==> config.mk <==
export PLATFORM = sky130hd
export DESIGN_NAME = serdac_front
export DESIGN_NICKNAME = d
export VERILOG_FILES = /design/src/rtl/dacif_pkg.sv /design/src/rtl/dacif_sync.sv /design/src/rtl/dacif_shifter.sv /design/src/rtl/dacif_ctrl.sv /design/src/rtl/serdac_front.sv
export SDC_FILE = /design/constraint.sdc
export NUM_CORES = 1
export LEC_CHECK = 0
export BUFFER_PORTS_ARGS = -buffer_cell sky130_fd_sc_hd__buf_2
export CAP_MARGIN = 20
export CORE_MARGIN = 1.5
export CORE_UTILIZATION = 54
export CTS_CLUSTER_DIAMETER = 150
export DETAILED_ROUTE_END_ITERATION = 10
export GPL_ROUTABILITY_DRIVEN = 0
export PLACE_DENSITY = 0.79
export SLEW_MARGIN = 20
export SYNTH_ARGS = -nofsm -noshare
export SYNTH_HDL_FRONTEND = slang
export SYNTH_SLANG_ARGS = --single-unit
==> constraint.sdc <==
create_clock -name clk -period 2.5 [get_ports clk]
set_input_delay 0.5 -clock clk [delete_from_list [all_inputs] [get_ports clk]]
set_output_delay 0.5 -clock clk [all_outputs]
set_load 0.01 [all_outputs]
==> src/rtl/dacif_pkg.sv <==
package dacif_pkg;

    typedef enum logic [1:0] {
        FE_IDLE,
        FE_SHIFT,
        FE_EXEC,
        FE_DROP
    } fe_state_e;

    typedef enum logic [1:0] {
        OP_LOAD_IN   = 2'b00,
        OP_LOAD_BOTH = 2'b01,
        OP_PROMOTE   = 2'b10,
        OP_EXT       = 2'b11
    } op_e;

    localparam int SUB_W = 3;

    localparam logic [SUB_W-1:0] SUB_UPO_LO = 3'b010;
    localparam logic [SUB_W-1:0] SUB_UPO_HI = 3'b011;
    localparam logic [SUB_W-1:0] SUB_EDGE_R = 3'b100;
    localparam logic [SUB_W-1:0] SUB_EDGE_F = 3'b101;
    localparam logic [SUB_W-1:0] SUB_SLEEP  = 3'b111;

endpackage

==> src/rtl/dacif_sync.sv <==
module dacif_sync #(
    parameter int           W       = 4,
    parameter int           STAGES  = 2,
    parameter logic [W-1:0] RST_VAL = '0
) (
    input  logic         clk,
    input  logic         rst_n,
    input  logic [W-1:0] d,
    output logic [W-1:0] q
);
    logic [STAGES-1:0][W-1:0] stg_q;

    always_ff @(posedge clk or negedge rst_n) begin
        if (!rst_n) begin
            stg_q <= {STAGES{RST_VAL}};
        end else begin
            stg_q <= {stg_q[STAGES-2:0], d};
        end
    end

    assign q = stg_q[STAGES-1];
endmodule

==> src/rtl/dacif_shifter.sv <==
module dacif_shifter #(
    parameter int WORD_W = 16
) (
    input  logic              clk,
    input  logic              rst_n,
    input  logic              shift_en,
    input  logic              rise,
    input  logic              fall,
    input  logic              din,
    input  logic              mode_late,
    input  logic              sleep,
    output logic [WORD_W-1:0] word,
    output logic              dout
);
    logic [WORD_W-1:0] sr_q;
    logic              rise_stage_q;
    logic              fall_stage_q;
    logic              hold_q;
    logic              live;

    always_ff @(posedge clk or negedge rst_n) begin
        if (!rst_n) begin
            sr_q         <= '0;
            rise_stage_q <= 1'b0;
            fall_stage_q <= 1'b0;
        end else begin
            if (shift_en && rise) begin
                sr_q         <= {sr_q[WORD_W-2:0], din};
                rise_stage_q <= sr_q[WORD_W-1];
            end
            if (shift_en && fall) begin
                fall_stage_q <= rise_stage_q;
            end
        end
    end

    assign live = mode_late ? fall_stage_q : rise_stage_q;

    always_ff @(posedge clk or negedge rst_n) begin
        if (!rst_n) begin
            hold_q <= 1'b0;
        end else if (!sleep) begin
            hold_q <= live;
        end
    end

    assign dout = sleep ? hold_q : live;
    assign word = sr_q;


    sr_idle_chk: assert property (@(posedge clk) disable iff (!rst_n)
        !shift_en |=> $stable(sr_q));

    rise_stage_chk: assert property (@(posedge clk) disable iff (!rst_n)
        !(shift_en && rise) |=> $stable(rise_stage_q));

    fall_stage_chk: assert property (@(posedge clk) disable iff (!rst_n)
        !(shift_en && fall) |=> $stable(fall_stage_q));

    sleep_hold_chk: assert property (@(posedge clk) disable iff (!rst_n)
        (sleep && $past(sleep)) |-> $stable(dout));
endmodule

==> src/rtl/dacif_ctrl.sv <==
module dacif_ctrl
    import dacif_pkg::*;
#(
    parameter int WORD_W = 16,
    parameter int DATA_W = WORD_W - 2,
    parameter int CNT_W  = $clog2(WORD_W + 2)
) (
    input  logic              clk,
    input  logic              rst_n,
    input  logic              cs_act,
    input  logic              rise,
    input  logic [WORD_W-1:0] word,
    input  logic              pdl,
    output logic [DATA_W-1:0] dac_code,
    output logic              sleep,
    output logic              upo,
    output logic              mode_late
);
    localparam logic [CNT_W-1:0] CNT_FULL = CNT_W'(WORD_W);
    localparam logic [CNT_W-1:0] CNT_SAT  = CNT_W'(WORD_W + 1);

    fe_state_e         state_q, state_d;
    logic [CNT_W-1:0]  cnt_q;
    logic [DATA_W-1:0] stage_q, dac_q;
    logic              upo_q, sleep_q, mode_q;
    op_e               op;
    logic [SUB_W-1:0]  sub;
    logic [DATA_W-1:0] data;

    assign op   = op_e'(word[WORD_W-1 -: 2]);
    assign data = word[DATA_W-1:0];
    assign sub  = word[DATA_W-1 -: SUB_W];

    always_ff @(posedge clk or negedge rst_n) begin
        if (!rst_n) state_q <= FE_IDLE;
        else        state_q <= state_d;
    end

    always_comb begin
        state_d = state_q;
        unique case (state_q)
            FE_IDLE:  if (cs_act) state_d = FE_SHIFT;
            FE_SHIFT: if (!cs_act) state_d = (cnt_q == CNT_FULL) ? FE_EXEC : FE_DROP;
            FE_EXEC:  state_d = FE_IDLE;
            FE_DROP:  state_d = FE_IDLE;
        endcase
    end

    always_ff @(posedge clk or negedge rst_n) begin
        if (!rst_n) begin
            cnt_q <= '0;
        end else begin
            unique case (state_q)
                FE_IDLE:  cnt_q <= (cs_act && rise) ? CNT_W'(1) : '0;
                FE_SHIFT: if (cs_act && rise && cnt_q != CNT_SAT) cnt_q <= cnt_q + 1'b1;
                FE_EXEC,
                FE_DROP:  cnt_q <= '0;
            endcase
        end
    end

    always_ff @(posedge clk or negedge rst_n) begin
        if (!rst_n) begin
            stage_q <= '0;
            dac_q   <= '0;
            upo_q   <= 1'b0;
            sleep_q <= 1'b0;
            mode_q  <= 1'b0;
        end else if (state_q == FE_EXEC) begin
            unique case (op)
                OP_LOAD_IN: stage_q <= data;
                OP_LOAD_BOTH: begin
                    stage_q <= data;
                    dac_q   <= data;
                    sleep_q <= 1'b0;
                end
                OP_PROMOTE: begin
                    dac_q   <= stage_q;
                    sleep_q <= 1'b0;
                end
                OP_EXT: begin
                    case (sub)
                        SUB_UPO_LO: upo_q  <= 1'b0;
                        SUB_UPO_HI: upo_q  <= 1'b1;
                        SUB_EDGE_R: mode_q <= 1'b0;
                        SUB_EDGE_F: mode_q <= 1'b1;
                        SUB_SLEEP:  if (pdl) sleep_q <= 1'b1;
                        default:    ;
                    endcase
                end
            endcase
        end
    end

    assign dac_code  = dac_q;
    assign sleep     = sleep_q;
    assign upo       = upo_q;
    assign mode_late = mode_q;


    frame_gate_chk: assert property (@(posedge clk) disable iff (!rst_n)
        (state_q != FE_EXEC) |=> ($stable(dac_q) && $stable(stage_q) &&
                                  $stable(upo_q) && $stable(mode_q) && $stable(sleep_q)));

    pdl_gate_chk: assert property (@(posedge clk) disable iff (!rst_n)
        (state_q == FE_EXEC && op == OP_EXT && sub == SUB_SLEEP && !pdl && !sleep_q)
            |=> !sleep_q);

    wake_src_chk: assert property (@(posedge clk) disable iff (!rst_n)
        $fell(sleep_q) |-> $past(state_q == FE_EXEC));

    exec_count_chk: assert property (@(posedge clk) disable iff (!rst_n)
        (state_d == FE_EXEC && state_q == FE_SHIFT) |-> (cnt_q == CNT_FULL));
endmodule

==> src/rtl/serdac_front.sv <==
module serdac_front #(
    parameter int WORD_W      = 16,
    parameter int DATA_W      = WORD_W - 2,
    parameter int SYNC_STAGES = 2
) (
    input  logic              clk,
    input  logic              rst_n,
    input  logic              sclk,
    input  logic              cs_n,
    input  logic              din,
    input  logic              pdl,
    output logic              dout,
    output logic              upo,
    output logic              sleep,
    output logic [DATA_W-1:0] dac_code
);
    localparam int PIN_W = 4;

    logic [PIN_W-1:0]  pins_s;
    logic              sclk_s, csn_s, din_s, pdl_s;
    logic              sclk_p;
    logic              rise, fall;
    logic              mode_late;
    logic [WORD_W-1:0] word;

    dacif_sync #(
        .W      (PIN_W),
        .STAGES (SYNC_STAGES),
        .RST_VAL(4'b0100)
    ) u_sync (
        .clk  (clk),
        .rst_n(rst_n),
        .d    ({sclk, cs_n, din, pdl}),
        .q    (pins_s)
    );

    assign {sclk_s, csn_s, din_s, pdl_s} = pins_s;

    always_ff @(posedge clk or negedge rst_n) begin
        if (!rst_n) sclk_p <= 1'b0;
        else        sclk_p <= sclk_s;
    end

    assign rise = sclk_s & ~sclk_p;
    assign fall = ~sclk_s & sclk_p;

    dacif_shifter #(
        .WORD_W(WORD_W)
    ) u_shift (
        .clk      (clk),
        .rst_n    (rst_n),
        .shift_en (~csn_s),
        .rise     (rise),
        .fall     (fall),
        .din      (din_s),
        .mode_late(mode_late),
        .sleep    (sleep),
        .word     (word),
        .dout     (dout)
    );

    dacif_ctrl #(
        .WORD_W(WORD_W),
        .DATA_W(DATA_W)
    ) u_ctrl (
        .clk      (clk),
        .rst_n    (rst_n),
        .cs_act   (~csn_s),
        .rise     (rise),
        .word     (word),
        .pdl      (pdl_s),
        .dac_code (dac_code),
        .sleep    (sleep),
        .upo      (upo),
        .mode_late(mode_late)
    );
endmodule

# Word-level counts from Yosys, hierarchy flattened
# Cells that the tools add are included.
[op_classes]
reduce_logical = 18
n_eq_ne = 18
n_addsub = 1
n_bitwise = 5
mux = 15
[op_table]
columns = ["cell", "n"]
rows = [
  ["14-bit case mux with 2 select lines", 1],
  ["5-bit case mux with 3 select lines", 1],
  ["3-bit == test, second input constant", 3],
  ["2-bit == test, second input constant", 4],
  ["2-bit nonzero test", 4],
  ["3-bit by 2-bit == test with 1-bit output, second input constant", 2],
  ["1-bit 2-to-1 mux", 6],
  ["2-bit inequality test, second input constant", 3],
  ["1-bit case mux with 2 select lines", 3],
  ["2-bit case mux with 3 select lines", 1],
  ["2-bit AND reduction", 3],
  ["3-bit AND reduction", 2],
  ["2-bit OR reduction", 3],
  ["5-bit by 1-bit adder with 5-bit output, second input constant", 1],
  ["5-bit == test, second input constant", 1],
  ["5-bit 2-to-1 mux", 1],
  ["5-bit inequality test, second input constant", 1],
  ["2-bit by 1-bit == test with 1-bit output, second input constant", 2],
  ["2-bit logical NOT", 2],
  ["2-bit 2-to-1 mux", 2],
  ["2-bit by 1-bit inequality test with 1-bit output, second input constant", 2],
  ["4-bit AND reduction", 1],
  ["1-bit logical AND", 3],
  ["1-bit NOT", 3],
  ["1-bit AND", 2],
]
[word_totals]
reg_bits = 66
output_inout_bits = 17

# Depth between registers and ports, before layout
# Gate-level depths: netlist of run 1.
[depth]
word_depth = 6
ltp_mapped = 6

# Hierarchy
# From an unflattened synthesis of run 1, not the netlist that was laid out.
[unflattened]
cells_unflattened = 208
hier_area_um2 = 2879.0
[modules_own_cells]
columns = ["mod", "area_each_um2", "seq_area_each_um2", "cells_each", "n_inst"]
rows = [
  ["dacif_ctrl", 1833.0, 950.9, 149, 1],
  ["dacif_shifter", 769.5, 475.5, 43, 1],
  ["dacif_sync", 232.7, 202.7, 12, 1],
  ["serdac_front", 43.8, 25.0, 4, 1],
]

# Worst setup path before layout of run 1
# OpenSTA, ideal clock, no wires.
[synth_path]
kind = "flip-flop to flip-flop"
startpoint = "register u_shift.sr_q[15], in the netlist u_shift.word[15]"
endpoint = "register u_ctrl.stage_q[12]"
stages_incl_launch_ff = 6
path_buffers = 1
arrival_time_ns = 1.346
setup_slack_ns = 1.026
setup_ns = 0.127
required_ns = 2.373
path_cell_list = "dfrtp_1 -> inv_1 -> ha_1 -> o21a_1 -> buf_6 -> mux2_1"
[synth_between]
elab_chain_cells = 3
[synth_rtl]
columns = ["element", "line_no", "rtl"]
rows = [
  ["start: declaration", "dacif_shifter.sv:15", "logic [WORD_W-1:0] sr_q;"],
  ["start signal: assignment", "dacif_shifter.sv:28", "sr_q <= {sr_q[WORD_W-2:0], din};"],
  ["2-bit by 1-bit == test with 1-bit output / 2-bit logical NOT (equally long branches)", "dacif_ctrl.sv:70", "unique case (op)"],
  ["2-bit OR reduction (no line) (*)", "--", ""],
  ["2-bit AND reduction (no line) (*)", "--", ""],
  ["end signal: assignment", "dacif_ctrl.sv:71", "OP_LOAD_IN: stage_q <= data;"],
  ["end signal: assignment", "dacif_ctrl.sv:73", "stage_q <= data;"],
  ["end: declaration", "dacif_ctrl.sv:24", "logic [DATA_W-1:0] stage_q, dac_q;"],
]
# Every way passes the cells marked *; elsewhere a longest branch is shown, timed or not.
# A chain may end at the register's enable or synchronous reset.

# Worst setup path after layout of run 1
[layout_path]
startpoint = "register u_shift.sr_q[14], in the netlist u_shift.word[14]"
endpoint = "register u_ctrl.dac_q[3], in the netlist u_ctrl.dac_code[3]"
[layout_between]
elab_chain_cells = 3
[layout_rtl]
columns = ["element", "line_no", "rtl"]
rows = [
  ["2-bit by 1-bit == test with 1-bit output / 2-bit == test (equally long branches)", "dacif_ctrl.sv:70", ""],
  ["2-bit nonzero test (no line)", "--", ""],
  ["2-bit AND reduction (no line)", "--", ""],
  ["end signal: assignment", "dacif_ctrl.sv:74", "dac_q <= data;"],
  ["end signal: assignment", "dacif_ctrl.sv:78", "dac_q <= stage_q;"],
  ["end: declaration", "dacif_ctrl.sv:24", ""],
]
# Parallel ways exist; a longest one is shown, timed or not.

==> flow_summary.ini, run 1 <==
[synthesis]
yosysWarnings = 0
synth_seq_cells = 66
yosysUniqueCellTypes = 32
ys_seq_area_share_pct = 60.2
synthesis.instances = 237
syn_nets = 252
ys.flop_type = dfrtp_1
avgSynthCellArea_sq_um = 11.6
syn_area_sq_um = 2750
synth_edf_count = 0
async_flop_share_pct = 100

[drt]
wl_met3_microns = 132
vias = 1746
drt_wl_total_mm = 4.83
via_per_inst = 5.14
drtAntennaViolNets = 0
met2WireLength_mm = 2.35
wire_per_inst_microns = 14.2
drtIter0Drc = 143
firstDrtPassIters = 5
drc = 0
wl_met1_mm = 2.25
highest_layer = met4

[worst_setup_path]
critPathCaptureType = register
slowest_delay_ps = 450
worstSetupPathType = reg2reg
critical_path.slowest_cell = dfrtp_1
critPathTopFamily = flip-flops
cp_num_buf_inv = 2
crit_chain = inv_1 > ha_1 > buf_4 > mux2i_1 > o21ai_0
crit_fanout = 10
crit_arrival_ps = 1940
cp.required_ps = 2720
start_kind = register

[timing]
skew_ps = 7.66
rsz0062_at_grt = no
whs_ps = 165
finalHoldViolations = 0
post-route-period-util_pct = 68.9
max_clock_freq_mhz = 581
relSlewSlack_pct = 59.2
period_needed_ps = 1720
fin_tns_setup_ps = 0
worst_pin_slew_ps = 612
maxSlewViolCount = 0
finalSetupViolCount = 0

[clocking]
cts_setup_buffers = 0
ctsHoldBuffers = 0
htreeDepth = 3
postCtsResizedCells = 0
clk_latency_ps = 340
cts_buffers = 9
cts_max_path_buffers = 2
clk_pin_slew_worst_paths_ps = 70
root_buffer = clkbuf_8
clock-sinks = 66
cts_tree = built

[final_layout]
final_nets = 283
diodes = 0
fin_area_sq_um = 3180
drive_gt1_share_pct = 17.9
syn_to_final_growth_pct = 15.9

[pwr]
power_density_nw_per_um2 = 764
power.total_mw = 2.43
leakagePower_nw = 1.54
irDropWorstVdd_v = 0.000493

[floorplan]
rows = 25
die_w_microns = 74.3
initial_core_util_pct = 57.0
die-area_sq_um = 5520
core-area_sq_um = 4820
ioPinCount = 23
die_y_microns = 74.3

[outcome]
status = complete, no violations

[grt]
antenna_found_initial = 0
grt_pass1_vias = 1677
grt_max_degree = 42
gr-usage-all-layers_pct = 19.8
grt_overflow = 0
grt_pass1_wl_mm = 7.89

[placed_design]
dpl_cell_area_sq_um = 2960
place_hpwl_mm = 3.12
port_buffers = 22

[hold_path]
worstHoldPathType = in2async

[flow_run]
cap_violations = 0
[synth_stat cells, drive strengths merged, types with 2 or more instances]
library cell | count | share of area (%)
inv | 5 | 0.68
nand4b | 2 | 0.64
buf | 4 | 0.96
mux2i | 15 | 5.5
o21ai | 21 | 3.8
nand3 | 2 | 0.36
mux2 | 17 | 7.0
nand4bb | 2 | 0.82
dfrtp | 64 | 58
nand3b | 2 | 0.55
dfstp | 2 | 1.9
nand2 | 65 | 8.9
ha | 9 | 4.1
or3 | 3 | 0.68
a21oi | 5 | 0.91
nor3b | 2 | 0.73
o21a | 2 | 0.55
clkbuf | 4 | 0.55
nor2b | 2 | 0.46
[flip-flops by register name, summed over array words and instances, names as in the netlist, 2 cells and up]
signal           flops
u_shift.word        16
u_sync.stg_q         4
u_ctrl.state_q       2
u_sync.q             4
u_ctrl.dac_code     14
u_ctrl.cnt_q         5
u_ctrl.stage_q      14
[cell type report]
class / count / area (sq um)
well taps: 67 / 83.8
clock buffers: 10 / 138
flip-flops and latches: 66 / 1650
fillers: 373 / 1630
repair buffers: 28 / 168
inverters: 5 / 18.8
multi-input cells: 158 / 1030
clock inverters: 6 / 90.1
[metal layers]
layer  GRT usage (%)  vias to the layer above
li1                -                      864
met1            24.6                      845
met2            31.8                       27
met3            4.47                       10
met4            11.3                        0
met5               0                        -
[report_power, final]
part / switching [mW] / internal (mW) / leakage, nW
Combinational: 0.0991 / 0.0846 / 0.544
Clock: 0.410 / 0.590 / 0.112
Sequential: 0.0796 / 1.17 / 0.884
Total: 0.588 / 1.84 / 1.54
[placed cells by master, fill, tap and decap left out, types with 2 or more instances in the layout]
master / Yosys / final
dfrtp_1: 64 / 64
nand4b_1: 2 / 2
o21ai_1: 10 / 10
inv_1: 5 / 5
nand3b_1: 2 / 2
buf_4: 0 / 5
dfstp_2: 2 / 2
nand4bb_1: 2 / 2
nand2_1: 65 / 65
nor2b_1: 2 / 2
nand3_1: 2 / 2
or3_1: 3 / 3
bufinv_16: 0 / 2
mux2i_1: 15 / 15
mux2_1: 16 / 16
a21oi_1: 5 / 5
o21a_1: 2 / 2
buf_2: 3 / 22
o21ai_0: 11 / 11
clkbuf_8: 0 / 10
clkinv_4: 0 / 2
ha_1: 9 / 9
[per-stage QoR]
step / util [%] / worst slack [ps] / instances
floorplan: - / 1030 / 237
global placement: 61.4 / 910 / 324
detailed placement: 61.4 / 837 / 324
CTS: 66.1 / 764 / 340
global route: 66.1 / 672 / 340
finish: 66.1 / 778 / 340
[worst paths after layout]
kind,startpoint,endpoint,slack [ps],cells after the start
min in group clk,cs_n,u_sync.stg_q[2],260,1
setup reg to reg,u_shift.word[14],u_ctrl.dac_code[3],780,5
max in group asynchronous,rst_n,u_sync.q[2],1640,2
setup / recovery,u_shift.word[14],u_ctrl.dac_code[3],780,5
hold / removal,rst_n,u_ctrl.stage_q[5],170,1
hold reg to reg,u_sync.stg_q[3],u_sync.q[3],360,0
[kinds of logic after synthesis]
kind of cell    after synthesis  synth area share (%)
mux                          32                  12.4
compound gates               32                  6.47
fa+ha+maj                     9                  4.10
buf+inv                      13                  2.19
flops                        66                  60.2
simple gates                 85                  14.6
No activity file was read; power rests on OpenSTA's default activity.
==> run 2: changes to the inputs <==
--- a/config.mk
+++ b/config.mk
@@ -8,11 +8,11 @@
 export BUFFER_PORTS_ARGS = -buffer_cell sky130_fd_sc_hd__buf_2
 export CAP_MARGIN = 20
 export CORE_MARGIN = 1.5
-export CORE_UTILIZATION = 54
+export CORE_UTILIZATION = 53
 export CTS_CLUSTER_DIAMETER = 150
 export DETAILED_ROUTE_END_ITERATION = 10
 export GPL_ROUTABILITY_DRIVEN = 0
-export PLACE_DENSITY = 0.79
+export PLACE_DENSITY = 0.81
 export SLEW_MARGIN = 20
 export SYNTH_ARGS = -nofsm -noshare
 export SYNTH_HDL_FRONTEND = slang
==> constraint.sdc (replaced) <==
create_clock -name clk -period 1.4 [get_ports clk]
set_input_delay 0.28 -clock clk [delete_from_list [all_inputs] [get_ports clk]]
set_output_delay 0.28 -clock clk [all_outputs]
set_load 0.01 [all_outputs]
==> flow_summary.ini, run 2 (synthesis results as in run 1) <==
[floorplan]
die_y_microns = 75.0
initial_core_util_pct = 54.5
die_w_microns = 75.0
die-area_sq_um = 5620
core-area_sq_um = 5040
rows = 26
ioPinCount = 23

[worst_setup_path]
crit_arrival_ps = 1160
reg2reg_slack_ps = -20
rr_worst_depth = 5
critPathTopFamily = flip-flops
critPathCaptureType = primary output
crit_fanout = 2
reg2reg_to = u_ctrl.cnt_q[2]
path_depth = 3
timing.critical_path.to = dout
slowest_delay_ps = 390
worstSetupPathType = reg2out
cp_num_buf_inv = 1
crit_chain = mux2i_1 > o21ai_1 > buf_2
critical_path.slowest_cell = dfrtp_1
start_kind = register
reg2reg_from = u_ctrl.cnt_q[1]
cp-startpoint = u_ctrl.mode_late
cp.required_ps = 1120

[grt]
grt_pass1_vias = 1892
gr-usage-all-layers_pct = 21.4
grt_pass1_wl_mm = 8.62
grt_overflow = 0
antenna_found_initial = 0
grt_max_degree = 67

[placed_design]
port_buffers = 22
dpl_cell_area_sq_um = 3090
dpl.cell_count = 336
place_hpwl_mm = 3.05

[clocking]
clk_latency_ps = 350
cts_tree = built
clock-sinks = 66
cts_buffers = 9
clk_pin_slew_worst_paths_ps = 70
root_buffer = clkbuf_8
htreeDepth = 3
cts_max_path_buffers = 2

[final_layout]
mostFrequentLayoutCells = 64 x dfrtp_1, 57 x nand2_1, 22 x buf_2, 15 x buf_4
syn_to_final_growth_pct = 31.5
drive_gt1_share_pct = 35.4
diodes = 0
fin_area_sq_um = 3610
largest_register_ffs = 16
fillCellCount = 335
fin_cells = 364
final_nets = 304
final_common_cell = dfrtp_1

[pwr]
power.total_mw = 4.48
irDropWorstVdd_v = 0.000978
leakagePower_nw = 1.70
power_density_nw_per_um2 = 1240

[timing]
relSlewSlack_pct = 76.7
post-route-period-util_pct = 103
fin_tns_setup_ps = -65.3
finalHoldViolations = 0
maxSlewViolCount = 0
period_needed_ps = 1440
worst_pin_slew_ps = 350
skew_ps = 8.96
max_clock_freq_mhz = 695
rsz0062_at_grt = yes
finalSetupViolCount = 3
setup_slack_ps = -39.7

[drt]
drt_wl_total_mm = 5.82
drtIter0Drc = 152
firstDrtPassIters = 5
wire_per_inst_microns = 16.0
vias = 1951
via_per_inst = 5.36
drtAntennaViolNets = 0
drc = 0

[flow_run]
cap_violations = 0

[outcome]
status = finished, violations left
violations = setup timing

[hold_path]
worstHoldPathType = in2reg
-- run 2: worst min-delay path by stage --
stage / from / endpoint / cells past startpoint / slack, ps
finish: cs_n / u_sync.stg_q[2] / 1 / 20
global route: cs_n / u_sync.stg_q[2] / 1 / 20
detailed placement: rst_n / u_ctrl.stage_q[5] / 2 / 330
floorplan: rst_n / sclk_p / 0 / -20
CTS: cs_n / u_sync.stg_q[2] / 1 / 10
global placement: rst_n / u_ctrl.stage_q[5] / 2 / 320
-- run 2: layout make-up --
| cell class | count | area, sq um | area share, % |
|---|---|---|---|
| Timing Repair Buffer | 48 | 408 | 11.3 |
| Clock buffer | 14 | 153 | 4.23 |
| Sequential cell | 66 | 1650 | 45.8 |
| Multi-Input combinational cell | 159 | 1230 | 34.0 |
| Tap cell | 70 | 87.6 | 2.42 |
| Inverter | 5 | 21.3 | 0.589 |
| Clock inverter | 2 | 60.1 | 1.66 |
-- run 2: layer usage --
layer	vias to the layer above	share of wire, %	global-route usage (%)
met2	44	52	34.0
met5	-	0	0
met1	981	42	25.2
li1	914	-	-
met4	0	1.5	15.2
met3	12	3.9	5.62
-- run 2: worst register-to-register path, cell delays in order (launching register included) --
cell and delay (ps):
dfrtp_1 410, inv_2 60, ha_2 150, and4bb_2 250
or3_4 340, a21oi_2 140
-- run 2: repair_timing --
action                                 4_1_cts  5_1_grt
setup endpoints to repair                   17       33
pin swaps                                    1        9
hold buffers                                 1        0
endpoints found under the hold margin       64        0
setup buffers                                2        5
cloned                                       1        3
resized for setup                           10       41
-- run 2: power breakdown --
part | switching [mW] | internal [mW] | total, mW
Clock | 0.691 | 1.06 | 1.75
Combinational | 0.241 | 0.262 | 0.503
Sequential | 0.136 | 2.09 | 2.23
-- run 2: metrics by stage --
step	setup WS (ps)	util [%]	hold slack [ps]
finish	-39.7	71.6	24.4
global route	-118	71.6	18.2
CTS	-62.9	66.8	9.84
detailed placement	-44.1	61.2	326
global placement	7.61	61.2	323
floorplan	-9.72	-	-15.6
